## src/rtl/tdm_slot_tx.sv

```systemverilog
module tdm_slot_tx #(
  parameter int FW = 10
) (
  input  logic          clk,
  input  logic          rst_n,
  input  logic          ser_rst,
  input  logic          bclk,
  input  logic          edge_pos,
  input  logic          fs_in,
  input  logic          fs_pol,
  input  logic          hwy_en,
  input  logic [FW-1:0] frame_len,
  input  logic [FW-4:0] slot_num,
  input  logic [7:0]    bit_mask,
  input  logic          tx_en,
  input  logic          sel_a,
  input  logic          sel_b,
  input  logic [7:0]    fifo_data,
  input  logic          fifo_valid,
  output logic          fifo_ready,
  output logic          txd_a,
  output logic          txd_a_oe,
  output logic          txd_b,
  output logic          txd_b_oe,
  output logic          slot_n,
  output logic          underrun
);
  localparam int SW = FW - 3;

  logic          bclk_q, fs_q, fs_pend, synced, act_q, dout_q, urun_q;
  logic [FW-1:0] pos, nxt_pos;
  logic [7:0]    sh;
  logic [2:0]    left;
  logic          nxt_sync, nxt_act;

  wire launch  = (bclk != bclk_q) && (bclk == edge_pos);
  wire fs_lvl  = fs_pol ? fs_in : ~fs_in;
  wire fs_edge = hwy_en && fs_lvl && !fs_q;
  wire fs_hit  = hwy_en && (fs_pend || fs_edge);
  wire need    = launch && nxt_act && tx_en;
  wire have    = (left != 3'd0);

  always_comb begin
    if (fs_hit)                nxt_pos = '0;
    else if (pos == frame_len) nxt_pos = '0;
    else                       nxt_pos = pos + 1'b1;
    nxt_sync = synced || fs_hit;
    nxt_act  = hwy_en ? (nxt_sync && (nxt_pos[FW-1:3] == slot_num[SW-1:0])
                         && bit_mask[nxt_pos[2:0]]) : 1'b1;
  end

  assign fifo_ready = need && !have;

  always_ff @(posedge clk) begin
    if (!rst_n) begin
      bclk_q  <= bclk;
      fs_q    <= fs_lvl;
      fs_pend <= 1'b0;
      synced  <= 1'b0;
      pos     <= '0;
      act_q   <= 1'b0;
    end else begin
      bclk_q <= bclk;
      fs_q   <= fs_lvl;
      if (launch) begin
        fs_pend <= 1'b0;
        pos     <= nxt_pos;
        synced  <= nxt_sync;
        act_q   <= nxt_act;
      end else if (fs_edge) begin
        fs_pend <= 1'b1;
      end
    end
  end

  always_ff @(posedge clk) begin
    if (!rst_n || ser_rst) begin
      sh     <= '0;
      left   <= '0;
      dout_q <= 1'b1;
      urun_q <= 1'b0;
    end else if (launch) begin
      if (!need) begin
        dout_q <= 1'b1;
      end else if (have) begin
        dout_q <= sh[0];
        sh     <= sh >> 1;
        left   <= left - 1'b1;
      end else if (fifo_valid) begin
        dout_q <= fifo_data[0];
        sh     <= {1'b0, fifo_data[7:1]};
        left   <= 3'd7;
      end else begin
        dout_q <= 1'b1;
        urun_q <= 1'b1;
      end
    end
  end

  wire drive = act_q && (hwy_en || tx_en);

  assign txd_a    = dout_q;
  assign txd_b    = dout_q;
  assign txd_a_oe = sel_a && drive;
  assign txd_b_oe = sel_b && drive;
  assign slot_n   = !(hwy_en && sel_a && act_q);
  assign underrun = urun_q;
endmodule

```

## config.mk

```make
export PLATFORM = sky130hd
export DESIGN_NAME = tdm_slot_tx
export DESIGN_NICKNAME = d
export VERILOG_FILES = /design/src/rtl/tdm_slot_tx.sv
export SDC_FILE = /design/constraint.sdc
export NUM_CORES = 1
export LEC_CHECK = 0
export BUFFER_PORTS_ARGS = -buffer_cell sky130_fd_sc_hd__buf_2
export CAP_MARGIN = 15
export CELL_PAD_IN_SITES_DETAIL_PLACEMENT = 1
export CELL_PAD_IN_SITES_GLOBAL_PLACEMENT = 1
export CORE_MARGIN = 3
export CORE_UTILIZATION = 30
export CTS_CLUSTER_DIAMETER = 100
export DETAILED_ROUTE_END_ITERATION = 16
export GPL_ROUTABILITY_DRIVEN = 0
export MAX_ROUTING_LAYER = met4
export PLACE_DENSITY_LB_ADDON = 0.1
export SYNTH_ARGS = -nofsm -noshare
export SYNTH_HDL_FRONTEND = slang
export SYNTH_SLANG_ARGS = --single-unit
```

## constraint.sdc

```tcl
create_clock -name clk -period 7.3 [get_ports clk]
set_input_delay 1.46 -clock clk [delete_from_list [all_inputs] [get_ports clk]]
set_output_delay 1.46 -clock clk [all_outputs]
set_load 0.02 [all_outputs]
```

# Word level (Yosys, flattened, before mapping)
# Cells that the tools add are included.
# word_totals
reg_bits,28
in_bits,45
out_inout_bits,7
elab_cells,61
# classes
add_sub_neg,2
order_cmp,1
eq_ne,4
n_mux,13
n_bitwise,4
reduce_logical,27
# op_table
cell,count
10-bit two-way mux,2
8-bit two-way mux,2
1-bit logical AND,14
10-bit by 1-bit adder with 10-bit output (second input constant),1
10-bit equality test,1
7-bit equality test,1
1-bit two-way mux,6
3-bit two-way mux,2
1-bit zero test,4
1-bit logical OR,4
3-bit by 4-bit less-than comparator with 1-bit output (second input constant),1
1-bit inverter,4
4-bit AND reduction,1
1-bit binary-select mux with 3-bit select,1
3-bit AND reduction,1
3-bit nonzero test,1
3-bit by 1-bit subtractor with 3-bit output (second input constant),1
2-bit nonzero test,1
2-bit OR reduction,1
1-bit equality test,1
1-bit != test,1

# Logic depth before layout (Yosys ltp)
# logic_depth
ltp_word,14
ltp_mapped,10
mapped_depth_nobuf,9

# Worst setup path before layout
# OpenSTA, ideal clock, no wires.
# synth_timing
kind,input -> output
start,in frame_len[4]
end,out fifo_ready
t_arrival_ps,3352
required_ps,5840
path_slack_ps,2488
stages,8
n_path_buf,0
cell_sequence,xor2_1 nor4_2 nand4_2 o311a_1 o311a_1 o32ai_4 nand2_1 inv_1
# synth_between
elab_chain_len,10
elab_cells_between_ends,12
cone_classes,eq/ne (2); mux (5); reduce/logical (5)
# synth_lines
item,line_no,text
start: declaration,12,"input logic [FW-1:0] frame_len,"
10-bit equality test *,45,else if (pos == frame_len) nxt_pos = '0;
10-bit two-way mux *,45,
10-bit two-way mux *,44,if (fs_hit) nxt_pos = '0;
1-bit binary-select mux with 3-bit select / 7-bit equality test (equally long branches),"49, 48",
1-bit two-way mux (not written as such) / 1-bit logical AND (equally long branches),"49, 48",
1-bit logical AND *,49,&& bit_mask[nxt_pos[2:0]]) : 1'b1;
1-bit two-way mux *,48,nxt_act = hwy_en ? (nxt_sync && (nxt_pos[FW-1:3] == slot_num[SW-1:0])
1-bit logical AND * (2 in series),40,wire need = launch && nxt_act && tx_en;
1-bit logical AND *,52,assign fifo_ready = need && !have;
end: declaration,20,"output logic fifo_ready,"
# Every way passes the cells marked *; elsewhere a longest branch is shown, timed or not. The select of a mux whose other input is x is not followed.

# Worst setup path in the final report
# Ends and elaborated chain as after synthesis.

==> metrics.yaml <==
floorplan:
  die_w_um: 88.6
  io_pins: 52
  num_rows: 29
  die-area_um2: 7840
  die_h_um: 88.6
  start_util_pct: 31.7
  coreArea_um2: 6460
power:
  p_clk_share_pct: 29.4
  internal_power_mw: 0.215
  ir_drop_mv: 0.0865
  sw_frac_of_total_pct: 28.8
  powerDensity_nw_per_um2: 128
  power_leakage_nw: 0.915
  power_frac_comb_pct: 19.9
  p_switching_mw: 0.0871
  p_seq_share_pct: 50.8
clock_tree:
  ctsResizeCount: 0
  cts_made_buffers: 3
  cts-root-buf: "clkbuf_8"
  clk_latency_ps: 280
  cts_max_path_buffers: 2
  post-cts-setup-buffers: 0
  cts_num_sinks: 27
  cts_tree: "yes"
  cts_hold_buf: 0
  clk_pin_slew_ps: 100
  cts_htree_levels: 1
logic_synthesis:
  synth-xor-area-share_pct: 7.28
  yosys.area_share.simple_pct: 26.6
  yosys-top-cells-area: "dfxtp_1 (26%), o21ai_0 (5.1%), xor2_1 (4.7%), nand2_1 (3.9%), a211oi_1 (3.7%)"
  synth_edf_count: 0
  synthMuxAreaShare_pct: 2.69
  synth_cell_types: 57
  yosysMostFrequentCell: "dfxtp_1"
  avgSynthCellArea_um2: 8.21
  synth-compound-area-share_pct: 29.4
  synthesis.area_um2: 2040
  yosys.area.top_type: "dfxtp_1"
  synth_adder_area_share_pct: 1.84
  yosysTopAreaCellShare_pct: 26.4
  synth-main-ff-cell: "dfxtp_1"
  async_flop_share_pct: 0
  synth_top_family_by_area: "compound AO/OA/AOI/OAI gates"
  syn_nets: 297
  syn_inst: 249
  synth_seq_cells: 27
  synthTopCellsByCount: "dfxtp_1 (27), nand2_1 (21), o21ai_0 (21)"
  yosysWarnings: 0
  yosysSeqAreaShare_pct: 26.4
global_routing:
  track_usage_pct: 16.1
  grt_pass1_wl_um: 9600
  antenna_found_initial: 0
  overflow: 0
  grt_start_max_net_pins: 20
  grt_pass1_vias: 1905
timing:
  clock.fmax_mhz: 180
  timing.final.crit_share_pct: 76.1
  hold_viol: 0
  grt_setup_unrepaired: "no"
  fin_worst_skew_ps: 6.69
  setup_tns_ps: 0
  maxSlewViolCount: 0
  tightest_slew_ps: 764
  max_slew_margin_pct: 49.1
  setup_viol: 0
  fin_crit_ps: 5560
critical_path:
  path_buf_inv: 3
  critPathKind: "in -> out"
  cp-start-kind: "input pin"
  cp_max_fo: 19
  path_delay_family: "compound AO/OA/AOI/OAI gates"
  crit_required_ps: 5840
  path_cells: "buf_2 > xor2_1 > nor4_2 > nand4_2 > o311a_1 > o311a_1 > o32ai_4 > nand2_1 > inv_1 > buf_2"
  endpoint_kind: "primary output"
  cpMaxStageDelayCell: "o32ai_4"
  cpPeakStageDelay_ps: 710
  arrival_ps: 4100
finish:
  n_antenna_cell: 0
  regArea_um2: 541
  final_cell_area_um2: 2360
  drive_gt1_share_pct: 24.9
  nNetsFinal: 338
  multi_input_area_um2: 1390
  syn_to_final_growth_pct: 15.4
  n_fill_cell: 804
detailed_routing:
  wl_per_cell_um: 16.0
  dr.pass1.iters: 4
  viasPerCell: 5.46
  ant_nets: 0
  drc: 0
  num_vias: 1999
  dr.first_iter.drc_count: 91
  routed_wl_um: 5850
status:
  status: "completed"
flow_run:
  drv_cap: 0
min_path:
  min_path_type: "reg -> reg"
placement:
  dpl_cell_area_um2: 2310
  portBuffers: 51
  hpwl_um: 4540
## cell families after synthesis
kind of cell    after synthesis
compound gates               83
xor+xnor                     17
buf+inv                      23
flops                        27
mux                           4
fa+ha+maj                     3
simple gates                 92
## layout by cell type (no fill, tap or decap), types with 4 or more instances in the layout
cell,count
nor2_1,12
xnor2_1,6
o21ai_0,21
buf_2,51
nand2_1,21
a211oi_1,10
and2_1,5
a21boi_0,10
nand3b_1,8
nor2b_1,10
inv_1,7
dfxtp_1,27
xor2_1,11
nand2b_1,4
a21oi_1,12
nand3_1,7
## per-layer routing
layer | wire (um) | share of wire, % | GRT usage, % | vias to the layer above
li1 | - | - | - | 1009
met1 | 2840 | 48 | 22.2 | 950
met2 | 2760 | 47 | 25.2 | 38
met3 | 226 | 3.9 | 2.51 | 2
met4 | 29 | 0.50 | 3.16 | 0
met5 | 0 | 0 | - | -
## registers in the layout, indices dropped and copies added, names as in the netlist
| register | count |
|---|---|
| fs_q | 1 |
| underrun | 1 |
| act_q | 1 |
| left | 3 |
| synced | 1 |
| fs_pend | 1 |
| pos | 10 |
| txd_a | 1 |
| sh | 7 |
| bclk_q | 1 |
## area by class of cell
class	count	area share, %
Tap cell	77	4.08
Inverter	7	1.11
Clock buffer	3	1.75
Multi-Input combinational cell	199	58.8
Timing Repair Buffer	52	11.1
Clock inverter	1	0.212
Sequential cell	27	22.9
## worst min-delay path, delay by kind of cell, from the launching register on
family | cells | cell delay, ps
AOI/OAI and AO/OA | 1 | 60
DFF | 1 | 320
and+or+nand+nor | 1 | 50
## path summary, 6_finish.rpt
| kind | from | end | slack (ps) | cells after the start |
|---|---|---|---|---|
| min | underrun$_SDFFE_PP0P_ | underrun$_SDFFE_PP0P_ | 480 | 2 |
| min reg2reg | underrun$_SDFFE_PP0P_ | underrun$_SDFFE_PP0P_ | 480 | 2 |
| max | frame_len[4] | fifo_ready | 1740 | 10 |
| max reg2reg | pos[0]$_SDFFE_PN0P_ | left[0]$_SDFFE_PP0P_ | 3680 | 9 |
## power by group through the flow
stage               clock network, mW  logic (mW)  registers [mW]
floorplan                           0      0.0379           0.155
global placement                    0      0.0602           0.157
detailed placement                  0      0.0607           0.157
CTS                            0.0923      0.0610           0.153
global route                   0.0990      0.0677           0.154
finish                         0.0887      0.0600           0.153
## per-stage QoR
| step | worst slack [ps] | total power [mW] | hold WS [ps] | std cells | util (%) |
|---|---|---|---|---|---|
| final | 1740 | 0.302 | 477 | 366 | 36.5 |
| after global routing | 1500 | 0.320 | 498 | 366 | 36.5 |
| after CTS | 1750 | 0.307 | 471 | 366 | 36.5 |
| after detailed placement | 1770 | 0.217 | 447 | 362 | 35.8 |
| after global placement | 1820 | 0.217 | 455 | 362 | 35.8 |
| after floorplan | 2490 | 0.193 | 459 | 249 | - |
(Power assumes the default switching activity.)
